File: config.mk
export PLATFORM = sky130hd
export DESIGN_NAME = llch_dma
export DESIGN_NICKNAME = d
export VERILOG_FILES = /design/src/rtl/llch_pkg.sv /design/src/rtl/llch_lane.sv /design/src/rtl/llch_regbank.sv /design/src/rtl/llch_seq.sv /design/src/rtl/llch_dma.sv
export SDC_FILE = /design/constraint.sdc
export NUM_CORES = 1
export LEC_CHECK = 0
export BUFFER_PORTS_ARGS = -buffer_cell sky130_fd_sc_hd__buf_2
export CAP_MARGIN = 20
export CORE_UTILIZATION = 30
export CTS_CLUSTER_DIAMETER = 200
export DETAILED_ROUTE_END_ITERATION = 16
export PLACE_DENSITY = 0.56
export RECOVER_POWER = 25
export SYNTH_ARGS = -nofsm -noshare
export SYNTH_HDL_FRONTEND = slang
export SYNTH_HIERARCHICAL = 1
export SYNTH_SLANG_ARGS = --single-unit
File: constraint.sdc
create_clock -name clk -period 4.2 [get_ports clk]
set_clock_uncertainty 0.05 [all_clocks]
set_input_delay 0.21 -clock clk [delete_from_list [all_inputs] [get_ports clk]]
set_output_delay 0.21 -clock clk [all_outputs]
set_load 0.1 [all_outputs]
File: src/rtl/llch_pkg.sv
package llch_pkg;
    localparam int unsigned DATA_W     = 32;
    localparam int unsigned DESC_WORDS = 6;
    localparam int unsigned WIDX_W     = $clog2(DESC_WORDS);
    localparam logic [DATA_W-1:0] LINK_END = 32'hFFFF_F800;

    // descriptor word positions, in fetch order
    localparam logic [WIDX_W-1:0] W_CFG  = 3'd0;
    localparam logic [WIDX_W-1:0] W_SRC  = 3'd1;
    localparam logic [WIDX_W-1:0] W_DST  = 3'd2;
    localparam logic [WIDX_W-1:0] W_LEN  = 3'd3;
    localparam logic [WIDX_W-1:0] W_PARA = 3'd4;
    localparam logic [WIDX_W-1:0] W_LINK = 3'd5;

    typedef enum logic [2:0] {
        ST_IDLE, ST_FETCH, ST_DECIDE, ST_RD, ST_WR, ST_PKG, ST_QDONE
    } llch_state_e;

    function automatic logic [2:0] beat_bytes(input logic [1:0] wcode);
        unique case (wcode)
            2'd0:    beat_bytes = 3'd1;
            2'd1:    beat_bytes = 3'd2;
            default: beat_bytes = 3'd4;
        endcase
    endfunction
endpackage

File: src/rtl/llch_lane.sv
module llch_lane (
    input  logic [31:0] rd_word,
    input  logic [1:0]  src_lo,
    input  logic [31:0] held,
    input  logic [1:0]  dst_lo,
    input  logic [1:0]  dst_wcode,
    output logic [31:0] aligned,
    output logic [31:0] placed,
    output logic [3:0]  strobe
);
    logic [3:0] mask;

    always_comb begin
        aligned = rd_word >> {src_lo, 3'b000};
        placed  = held << {dst_lo, 3'b000};
        unique case (dst_wcode)
            2'd0:    mask = 4'b0001;
            2'd1:    mask = 4'b0011;
            default: mask = 4'b1111;
        endcase
        strobe = mask << dst_lo;
    end
endmodule

File: src/rtl/llch_regbank.sv
module llch_regbank #(
    parameter int unsigned CNT_W = 24
) (
    input  logic             clk,
    input  logic             rst_n,
    input  logic             reg_we,
    input  logic [4:0]       reg_addr,
    input  logic [31:0]      reg_wdata,
    output logic [31:0]      reg_rdata,
    input  logic             busy,
    input  logic [31:0]      cur_cfg,
    input  logic [31:0]      cur_src,
    input  logic [31:0]      cur_dst,
    input  logic [CNT_W-1:0] cur_cnt,
    input  logic [31:0]      cur_para,
    output logic             start_req,
    output logic             stop_req,
    output logic             pause_q,
    output logic [31:0]      head_q
);
    logic [2:0] word;
    logic       aligned_acc;

    assign word        = reg_addr[4:2];
    assign aligned_acc = (reg_addr[1:0] == 2'b00);
    assign start_req   = reg_we && aligned_acc && (word == 3'd0) && reg_wdata[0] && !busy;
    assign stop_req    = reg_we && aligned_acc && (word == 3'd0) && !reg_wdata[0];

    always_ff @(posedge clk or negedge rst_n) begin
        if (!rst_n) begin
            pause_q <= 1'b0;
            head_q  <= '0;
        end else if (reg_we && aligned_acc) begin
            if (word == 3'd1) pause_q <= reg_wdata[1];
            if (word == 3'd2) head_q  <= reg_wdata;
        end
    end

    always_comb begin
        reg_rdata = '0;
        if (aligned_acc) begin
            unique case (word)
                3'd0: reg_rdata = {31'b0, busy};
                3'd1: reg_rdata = {30'b0, pause_q, 1'b0};
                3'd2: reg_rdata = head_q;
                3'd3: reg_rdata = cur_cfg;
                3'd4: reg_rdata = cur_src;
                3'd5: reg_rdata = cur_dst;
                3'd6: reg_rdata = {{(32-CNT_W){1'b0}}, cur_cnt};
                default: reg_rdata = cur_para;
            endcase
        end
    end
endmodule

File: src/rtl/llch_seq.sv
module llch_seq
    import llch_pkg::*;
#(
    parameter int unsigned CNT_W = 24
) (
    input  logic             clk,
    input  logic             rst_n,
    input  logic             start_req,
    input  logic             stop_req,
    input  logic             pause,
    input  logic [31:0]      head,
    input  logic             drq_ready,
    output logic             mem_req,
    output logic             mem_we,
    output logic [31:0]      mem_addr,
    output logic [31:0]      mem_wdata,
    output logic [3:0]       mem_wstrb,
    input  logic             mem_ack,
    input  logic [31:0]      mem_rdata,
    output logic             irq_half,
    output logic             irq_pkg,
    output logic             irq_queue,
    output logic             busy,
    output logic [31:0]      cur_cfg,
    output logic [31:0]      cur_src,
    output logic [31:0]      cur_dst,
    output logic [CNT_W-1:0] cur_cnt,
    output logic [31:0]      cur_para
);
    llch_state_e        state_q;
    logic [WIDX_W-1:0]  widx_q;
    logic [31:0]        ptr_q, link_q, hold_q;
    logic [CNT_W-1:0]   len_q, cnt_nx, step;
    logic               half_q, xfer;
    logic [31:0]        aligned, placed;
    logic [3:0]         strobe;

    llch_lane lane_i (
        .rd_word  (mem_rdata),
        .src_lo   (cur_src[1:0]),
        .held     (hold_q),
        .dst_lo   (cur_dst[1:0]),
        .dst_wcode(cur_cfg[26:25]),
        .aligned  (aligned),
        .placed   (placed),
        .strobe   (strobe)
    );

    assign xfer   = mem_req && mem_ack;
    assign step   = {{(CNT_W-3){1'b0}}, beat_bytes(cur_cfg[26:25])};
    assign cnt_nx = (cur_cnt > step) ? (cur_cnt - step) : '0;

    // state register and datapath
    always_ff @(posedge clk or negedge rst_n) begin
        if (!rst_n) begin
            state_q  <= ST_IDLE;
            widx_q   <= '0;
            ptr_q    <= '0;
            link_q   <= '0;
            hold_q   <= '0;
            len_q    <= '0;
            half_q   <= 1'b0;
            cur_cfg  <= '0;
            cur_src  <= '0;
            cur_dst  <= '0;
            cur_cnt  <= '0;
            cur_para <= '0;
        end else begin
            half_q <= 1'b0;
            if (stop_req) begin
                state_q <= ST_IDLE;
                cur_cnt <= '0;
            end else begin
                unique case (state_q)
                    ST_IDLE: if (start_req) begin
                        ptr_q   <= head;
                        widx_q  <= '0;
                        state_q <= ST_FETCH;
                    end
                    ST_FETCH: if (xfer) begin
                        unique case (widx_q)
                            W_CFG:  cur_cfg  <= mem_rdata;
                            W_SRC:  cur_src  <= mem_rdata;
                            W_DST:  cur_dst  <= mem_rdata;
                            W_LEN: begin
                                len_q   <= mem_rdata[CNT_W-1:0];
                                cur_cnt <= mem_rdata[CNT_W-1:0];
                            end
                            W_PARA: cur_para <= mem_rdata;
                            default: link_q  <= mem_rdata;
                        endcase
                        if (widx_q == W_LINK) state_q <= ST_DECIDE;
                        else                  widx_q  <= widx_q + 1'b1;
                    end
                    ST_DECIDE: state_q <= (cur_cnt == '0) ? ST_PKG : ST_RD;
                    ST_RD: if (xfer) begin
                        hold_q  <= aligned;
                        state_q <= ST_WR;
                    end
                    ST_WR: if (xfer) begin
                        if (!cur_cfg[5])  cur_src <= cur_src + 32'(beat_bytes(cur_cfg[10:9]));
                        if (!cur_cfg[21]) cur_dst <= cur_dst + 32'(beat_bytes(cur_cfg[26:25]));
                        cur_cnt <= cnt_nx;
                        if ((cur_cnt > (len_q >> 1)) && (cnt_nx <= (len_q >> 1))) half_q <= 1'b1;
                        state_q <= (cnt_nx == '0) ? ST_PKG : ST_RD;
                    end
                    ST_PKG: begin
                        if (link_q == LINK_END) state_q <= ST_QDONE;
                        else begin
                            ptr_q   <= link_q;
                            widx_q  <= '0;
                            state_q <= ST_FETCH;
                        end
                    end
                    default: state_q <= ST_IDLE;
                endcase
            end
        end
    end

    // outputs
    always_comb begin
        mem_req   = 1'b0;
        mem_we    = 1'b0;
        mem_addr  = '0;
        mem_wdata = '0;
        mem_wstrb = '0;
        unique case (state_q)
            ST_FETCH: begin
                mem_req  = !pause;
                mem_addr = ptr_q + {27'b0, widx_q, 2'b00};
            end
            ST_RD: begin
                mem_req  = !pause && drq_ready;
                mem_addr = {cur_src[31:2], 2'b00};
            end
            ST_WR: begin
                mem_req   = !pause && drq_ready;
                mem_we    = 1'b1;
                mem_addr  = {cur_dst[31:2], 2'b00};
                mem_wdata = placed;
                mem_wstrb = strobe;
            end
            default: ;
        endcase
        irq_half  = half_q;
        irq_pkg   = (state_q == ST_PKG);
        irq_queue = (state_q == ST_QDONE);
        busy      = (state_q != ST_IDLE);
    end
endmodule

File: src/rtl/llch_dma.sv
module llch_dma #(
    parameter int unsigned CNT_W = 24
) (
    input  logic        clk,
    input  logic        rst_n,
    input  logic        reg_we,
    input  logic [4:0]  reg_addr,
    input  logic [31:0] reg_wdata,
    output logic [31:0] reg_rdata,
    input  logic        drq_ready,
    output logic        mem_req,
    output logic        mem_we,
    output logic [31:0] mem_addr,
    output logic [31:0] mem_wdata,
    output logic [3:0]  mem_wstrb,
    input  logic        mem_ack,
    input  logic [31:0] mem_rdata,
    output logic        irq_half,
    output logic        irq_pkg,
    output logic        irq_queue
);
    logic             start_w, stop_w, pause_w, busy_w;
    logic [31:0]      head_w, cfg_w, src_w, dst_w, para_w;
    logic [CNT_W-1:0] cnt_w;

    llch_regbank #(.CNT_W(CNT_W)) regs_i (
        .clk(clk), .rst_n(rst_n),
        .reg_we(reg_we), .reg_addr(reg_addr), .reg_wdata(reg_wdata), .reg_rdata(reg_rdata),
        .busy(busy_w), .cur_cfg(cfg_w), .cur_src(src_w), .cur_dst(dst_w),
        .cur_cnt(cnt_w), .cur_para(para_w),
        .start_req(start_w), .stop_req(stop_w), .pause_q(pause_w), .head_q(head_w)
    );

    llch_seq #(.CNT_W(CNT_W)) seq_i (
        .clk(clk), .rst_n(rst_n),
        .start_req(start_w), .stop_req(stop_w), .pause(pause_w), .head(head_w),
        .drq_ready(drq_ready),
        .mem_req(mem_req), .mem_we(mem_we), .mem_addr(mem_addr),
        .mem_wdata(mem_wdata), .mem_wstrb(mem_wstrb),
        .mem_ack(mem_ack), .mem_rdata(mem_rdata),
        .irq_half(irq_half), .irq_pkg(irq_pkg), .irq_queue(irq_queue),
        .busy(busy_w), .cur_cfg(cfg_w), .cur_src(src_w), .cur_dst(dst_w),
        .cur_cnt(cnt_w), .cur_para(para_w)
    );
endmodule

Word level (Yosys, flattened, before mapping)
Index checks and enable logic that the tools add are counted.
Widths: inputs -> output; s select.
{"block": "totals", "input_bits": 74, "word_cells": 157, "regBits": 312}
{"block": "classes", "n_mux": 56, "eq_ne": 35, "magnitude_cmp": 3, "bitwise": 2, "n_shift": 3, "n_reduce_logical": 39, "addsub": 5}
{"op": "$mux 32", "n": 12}
{"op": "$pmux 32 s7", "n": 1}
{"op": "$pmux 32 s2", "n": 3}
{"op": "$mux 24", "n": 5}
{"op": "$pmux 32 s3", "n": 1}
{"op": "$add 32x3->32", "n": 2}
{"op": "$mux 3", "n": 21}
{"op": "$logic_not 24->1", "n": 2}
{"op": "$pmux 24 s2", "n": 1}
{"op": "$add 32x5->32", "n": 1}
{"op": "$eq 32x32->1 const B", "n": 1}
{"op": "$shl 32x5->32", "n": 1}
{"op": "$shr 32x5->32", "n": 1}
{"op": "$eq 3x3->1 const B", "n": 8}
{"op": "$gt 24x23->1", "n": 1}
{"op": "$gt 24x3->1", "n": 1}
{"op": "$le 24x23->1", "n": 1}
{"op": "$reduce_and 4->1", "n": 6}
{"op": "$sub 24x3->24", "n": 1}
{"op": "$eq 3x2->1 const B", "n": 6}
{"op": "$pmux 3 s6", "n": 1}
{"op": "$reduce_and 6->1", "n": 3}
{"op": "$ne 2x2->1 const B", "n": 7}
{"op": "$ne 3x2->1 const B", "n": 4}
{"op": "other kinds (24)", "n": 52}

Depth between registers and ports, before layout
{"block": "depth", "depth_word": 11, "ltp_mapped": 18, "mapped_depth_nobuf": 17}

By module
The synthesis kept the hierarchy.
{"module": "llch_seq", "area_each_um2": 16047.9, "seq_area_each_um2": 6956.7, "cells_each": 1678, "instances": 1}
{"module": "llch_regbank", "area_each_um2": 3275.6, "seq_area_each_um2": 825.8, "cells_each": 347, "instances": 1}
{"module": "llch_lane", "area_each_um2": 1118.6, "seq_area_each_um2": 0.0, "cells_each": 136, "instances": 1}

Least setup slack after synthesis
OpenSTA, ideal clock, no wires.
{"block": "synth_timing", "path_kind": "reg-to-output", "from": "register seq_i.widx_q[1]", "to": "output mem_addr[29]", "t_arrival_ns": 3.987, "stages_incl_launch_ff": 9, "path_slack_ns": -0.047, "required_ns": 3.940, "path_cell_list": "dfrtp_1 ha_1 a21o_1 a21oi_1 nor4_1 and2_0 nand4_1 xor2_1 o21ai_0"}
{"block": "synth_via", "elab_chain_len": 2}
{"element": "start: declaration", "line": "llch_seq.sv:31", "text": "logic [WIDX_W-1:0] widx_q;"}
{"element": "start signal: assignment", "line": "llch_seq.sv:93", "text": "else widx_q <= widx_q + 1'b1;"}
{"element": "$add 32x5->32", "line": "llch_seq.sv:131", "text": "mem_addr = ptr_q + {27'b0, widx_q, 2'b00};"}
{"element": "$pmux 32 s3", "line": "llch_seq.sv:128", "text": "unique case (state_q)"}
{"element": "end: declaration", "line": "llch_dma.sv:13", "text": "output logic [31:0] mem_addr,"}
No other way between the ends.

Final worst setup path
{"block": "layout_timing", "from": "register seq_i.cur_cnt[15]", "to": "register seq_i.half_q, in the netlist seq_i/irq_half"}
{"block": "layout_via", "elab_chain_len": 8, "elab_cells_between_ends": 10, "classes_between": "add/sub (1); order compare (3); mux (5); reduce/logical (1)"}
{"element": "start: declaration", "line": "llch_seq.sv:27", "text": "output logic [CNT_W-1:0] cur_cnt,"}
{"element": "start signal: assignment", "line": "llch_seq.sv:87", "text": "cur_cnt <= mem_rdata[CNT_W-1:0];"}
{"element": "start signal: assignment", "line": "llch_seq.sv:103", "text": "cur_cnt <= cnt_nx;"}
{"element": "$sub 24x3->24 or $gt 24x3->1 (tied branches)", "line": "llch_seq.sv:51", "text": "assign cnt_nx = (cur_cnt > step) ? (cur_cnt - step) : '0;"}
{"element": "$mux 24", "line": "llch_seq.sv:51"}
{"element": "$le 24x23->1", "line": "llch_seq.sv:104", "text": "if ((cur_cnt > (len_q >> 1)) && (cnt_nx <= (len_q >> 1))) half_q <= 1'b1;"}
{"element": "$logic_and 1x1->1 *", "line": "llch_seq.sv:104"}
{"element": "$mux 1 *", "line": "llch_seq.sv:104"}
{"element": "$mux 1 *", "line": "llch_seq.sv:100", "text": "ST_WR: if (xfer) begin"}
{"element": "$mux 1 *", "line": "llch_seq.sv:74", "text": "unique case (state_q)"}
{"element": "$mux 1 *", "line": "llch_seq.sv:70", "text": "if (stop_req) begin"}
{"element": "end signal: assignment", "line": "llch_seq.sv:62", "text": "half_q <= 1'b0;"}
{"element": "end signal: assignment", "line": "llch_seq.sv:69", "text": "half_q <= 1'b0;"}
{"element": "end signal: assignment", "line": "llch_seq.sv:104"}
{"element": "end: declaration", "line": "llch_seq.sv:34", "text": "logic half_q, xfer;"}
Mark *: on every way between the ends. The rest lies on a longest branch, timed or not.
A chain may end at the register's enable or synchronous reset.

==> run_results.csv <==
group,metric,value,unit
clock_tree,cts_sinks,311,
routing,ant_nets,0,
power,power.density,670,nW/um2
synthesis,synthFlopType,"dfrtp_1",
clock_tree,cts_tree,"yes",
place,dp_slack,83.3,ps
power,p_int,8940,uW
floorplanning,fp.dieW,263,um
setup_path,crit_type,"reg2reg",
timing,period_share,95.3,%
floorplanning,design.die.area,69200,um2
setup_path,critPathRequiredTime,4640,ps
setup_path,startpoint,"seq_i/cur_cnt[15]",
routing,wirelength,80.7,mm
synthesis,syn-num-nets,2302,
synthesis,ys_seq_elements,311,
worst_hold_path,hold_start,"mem_rdata[18]",
place,gp_congestion,0.927,
setup_path,max_stage_delay,590,ps
routing,drc,0,
place,dpl.hpwl,59.0,mm
timing,setup_violations,0,
synthesis,synth_area_leaders,"dfrtp_1 (38%), mux2_2 (7.9%), o21ai_0 (5.4%), mux2i_1 (4.9%), ha_1 (3.9%)",
routing,via_per_inst,5.68,
global_routing,grt_max_degree,186,
synthesis,async_reset_ff_share,100,%
setup_path,crit_chain,"or4_1 > or4_4 > nor4b_4 > buf_4 > buf_4 > buf_4 > nor2_1 > ha_1 > a21o_1 > a21o_1 > a211oi_2 > o21bai_1 > a221oi_1 > o2111a_1",
timing,finalHoldViolCount,0,
synthesis,synth_edf_count,0,
cells_and_area,drive_gt1_share,23.5,%
setup_path,slowest_stage,"or4_1",
routing,drt_pre_antenna_iters,5,
power,p_sw,7140,uW
cells_and_area,fin_nets,2503,
power,p_sw_share,44.4,%
status,violations,"max-capacitance violations, max-slew violations",
setup_path,critPathMaxFanout,12,
worst_hold_path,hold_path_depth,3,
floorplanning,die_h,263,um
global_routing,globalRoute.totalOverflow,0,
setup_path,cp.arrival,4440,ps
routing,wl_per_cell,24.8,um
timing,fmaxAchievable,250,MHz
power,p_leak,0.0110,uW
timing,setup_ws,198,ps
place,dpl_cell_area,22500,um2
setup_path,r2r_cells,14,
timing,max-slew-margin-rel,-86.9,%
synthesis,ys_top_cells_by_count,"dfrtp_1 (311), o21ai_0 (222), nand2_1 (195)",
setup_path,critical_path.most_common_cell,"buf_4",
routing,vias,18512,
global_routing,grt_usage,22.8,%
timing,grt_setup_unrepaired,"false",
cells_and_area,syn_to_final_growth,17.5,%
synthesis,synth.most_common_cell,"dfrtp_1",
synthesis,ys_types,89,
synthesis,syn_area,20400,um2
clock_tree,clkSlewWorstSetupHoldPaths,60,ps
timing,tightest_slew,2800,ps
cells_and_area,fillers,6929,
synthesis,synth_top_area_share,38.1,%
floorplanning,coreArea,67300,um2
synthesis,synth_area_per_cell,9.46,um2
synthesis,ys_seq_area_share,38.1,%
floorplanning,fp-row-count,95,
timing,fin_crit,4000,ps
clock_tree,htree_levels,2,
clock_tree,cts_root_buf,"clkbuf_16",
clock_tree,cts_max_path_buffers,3,
cells_and_area,fin_area,24000,um2
setup_path,crit_path_end_kind,"flip-flop",
flow_run,drv_cap,2,
floorplanning,initial_utilization,30.4,%
worst_hold_path,min-delay-path-class,"in2reg",
power,pwr-share-clk,19.6,%
timing,fin_setup_tns,0,ps
place,portBuffers,178,
global_routing,grt_pass1_vias,18139,
global_routing,antenna_found_initial,2,
power,combPwrFrac,47.0,%
routing,drt_iter0_drc,1605,
status,status,"finished with violations",
floorplanning,num_io_pins,179,
setup_path,crit_path_start_kind,"flip-flop",
synthesis,ys_warn_count,6,
synthesis,postSynthCellCount,2161,
global_routing,grt_pass1_wl,120,mm
clock_tree,clock_latency,560,ps
power,seqPwrFrac,33.4,%
power,ir_drop,334,uV
timing,slew_viol_final,185,
setup_path,r2r_start,"seq_i/cur_cnt[15]",
clock_tree,cts_buffers,37,
synthesis,yosysTopAreaCell,"dfrtp_1",
## critical path, delay by kind of cell, from the launching register on
| kind | cells | cell delay [ps] |
|---|---|---|
| compound gates | 6 | 1120 |
| flops | 1 | 380 |
| buf+inv | 3 | 560 |
| fa+ha+maj | 1 | 290 |
| simple gates | 4 | 1520 |
## path summary, 6_finish.rpt
path	slack (ps)	end
setup / recovery	200	seq_i/irq_half
hold / removal	40	seq_i/len_q[18]
setup reg to reg	200	seq_i/irq_half
hold reg to reg	430	seq_i/ptr_q[1]
max in group asynchronous	680	seq_i/cur_dst[0]
min in group asynchronous	1030	seq_i/len_q[11]
## layout by cell type, fill, tap and decap left out, types with 24 or more instances in the layout
master and instances:
o22ai_1 32, nand4_1 38, a21oi_1 130, mux2i_1 100
dlygate4sd3_1 37, nor2_1 103, mux2_2 144, o21ai_0 220
mux2_4 26, xor2_1 24, clkbuf_16 38, and2_1 70
dfrtp_1 309, a31oi_1 27, a22o_1 26, ha_1 62
nand2_1 193, buf_4 98, buf_2 176, nand3_1 39
inv_1 53
## area by class of cell
| class | count | area, um2 | share of cell area, % |
|---|---|---|---|
| multi-input combinational | 1639 | 11700 | 48.7 |
| tap | 873 | 1090 | 4.55 |
| inverter | 54 | 205 | 0.855 |
| clock buffer | 49 | 1050 | 4.38 |
| sequential | 311 | 7780 | 32.4 |
| timing repair buffer | 319 | 2080 | 8.66 |
| antenna | 2 | 5.00 | 0.0208 |
| clock inverter | 12 | 101 | 0.422 |
## stage by stage
| step | hold slack [ps] | instances | utilization, % | power [uW] |
|---|---|---|---|---|
| after floorplan | -136 | 2161 | - | 10100 |
| after global placement | 257 | 3157 | 33.4 | 12500 |
| after detailed placement | 273 | 3157 | 33.4 | 12700 |
| after CTS | 2.68 | 3255 | 35.7 | 15900 |
| after global routing | 30.0 | 3257 | 35.7 | 17000 |
| final | 39.1 | 3259 | 35.7 | 16100 |
## cell families (layout without fill, tap and decap cells)
kind of cell / Yosys count / count (layout) / share of synthesized area, %
compound gates: 629 / 629 / 19.3
xor+xnor: 45 / 45 / 1.93
fa+ha+maj: 67 / 67 / 4.25
buf+inv: 211 / 434 / 5.04
flops: 311 / 311 / 38.1
mux: 277 / 277 / 15.3
other cells: 0 / 2 / 0
simple gates: 621 / 621 / 16.2
## registers in the layout, indices dropped and copies added, names as in the netlist
signal          flops
regs_i/pause_q      1
seq_i/cur_dst      32
seq_i/cur_cnt      24
seq_i/ptr_q        32
seq_i/cur_para     32
seq_i/cur_src      32
seq_i/len_q        23
seq_i/irq_half      1
seq_i/link_q       32
seq_i/cur_cfg      32
seq_i/widx_q        3
seq_i/state_q       3
seq_i/hold_q       32
regs_i/head_q      32
## routing by layer
metal  wire length (um)  part of all wire [%]  global-route usage, %  up-vias
met5                  0                     0                      0        -
met4               2720                   3.4                   7.48        0
met3               5530                   6.8                   3.42      129
met2              37100                    46                   36.5      797
met1              35400                    44                   31.3     9254
li1                   -                     -                      -     8332
## power by group through the flow
stage	clock network (uW)	registers [uW]	logic [uW]
after floorplan	0	4940	5190
after detailed placement	0	5380	7320
after global routing	3320	5540	8100
after global placement	0	5330	7210
final	3160	5370	7560
after CTS	3230	5340	7380
## repair_timing
item                                    in CTS  in global routing
setup buffers                                0                  3
hold endpoints to repair                   131                  0
endpoints found under the setup margin       0                  1
gates resized for setup                      0                 15
hold buffers                                37                  0
(Power assumes the default switching activity.)
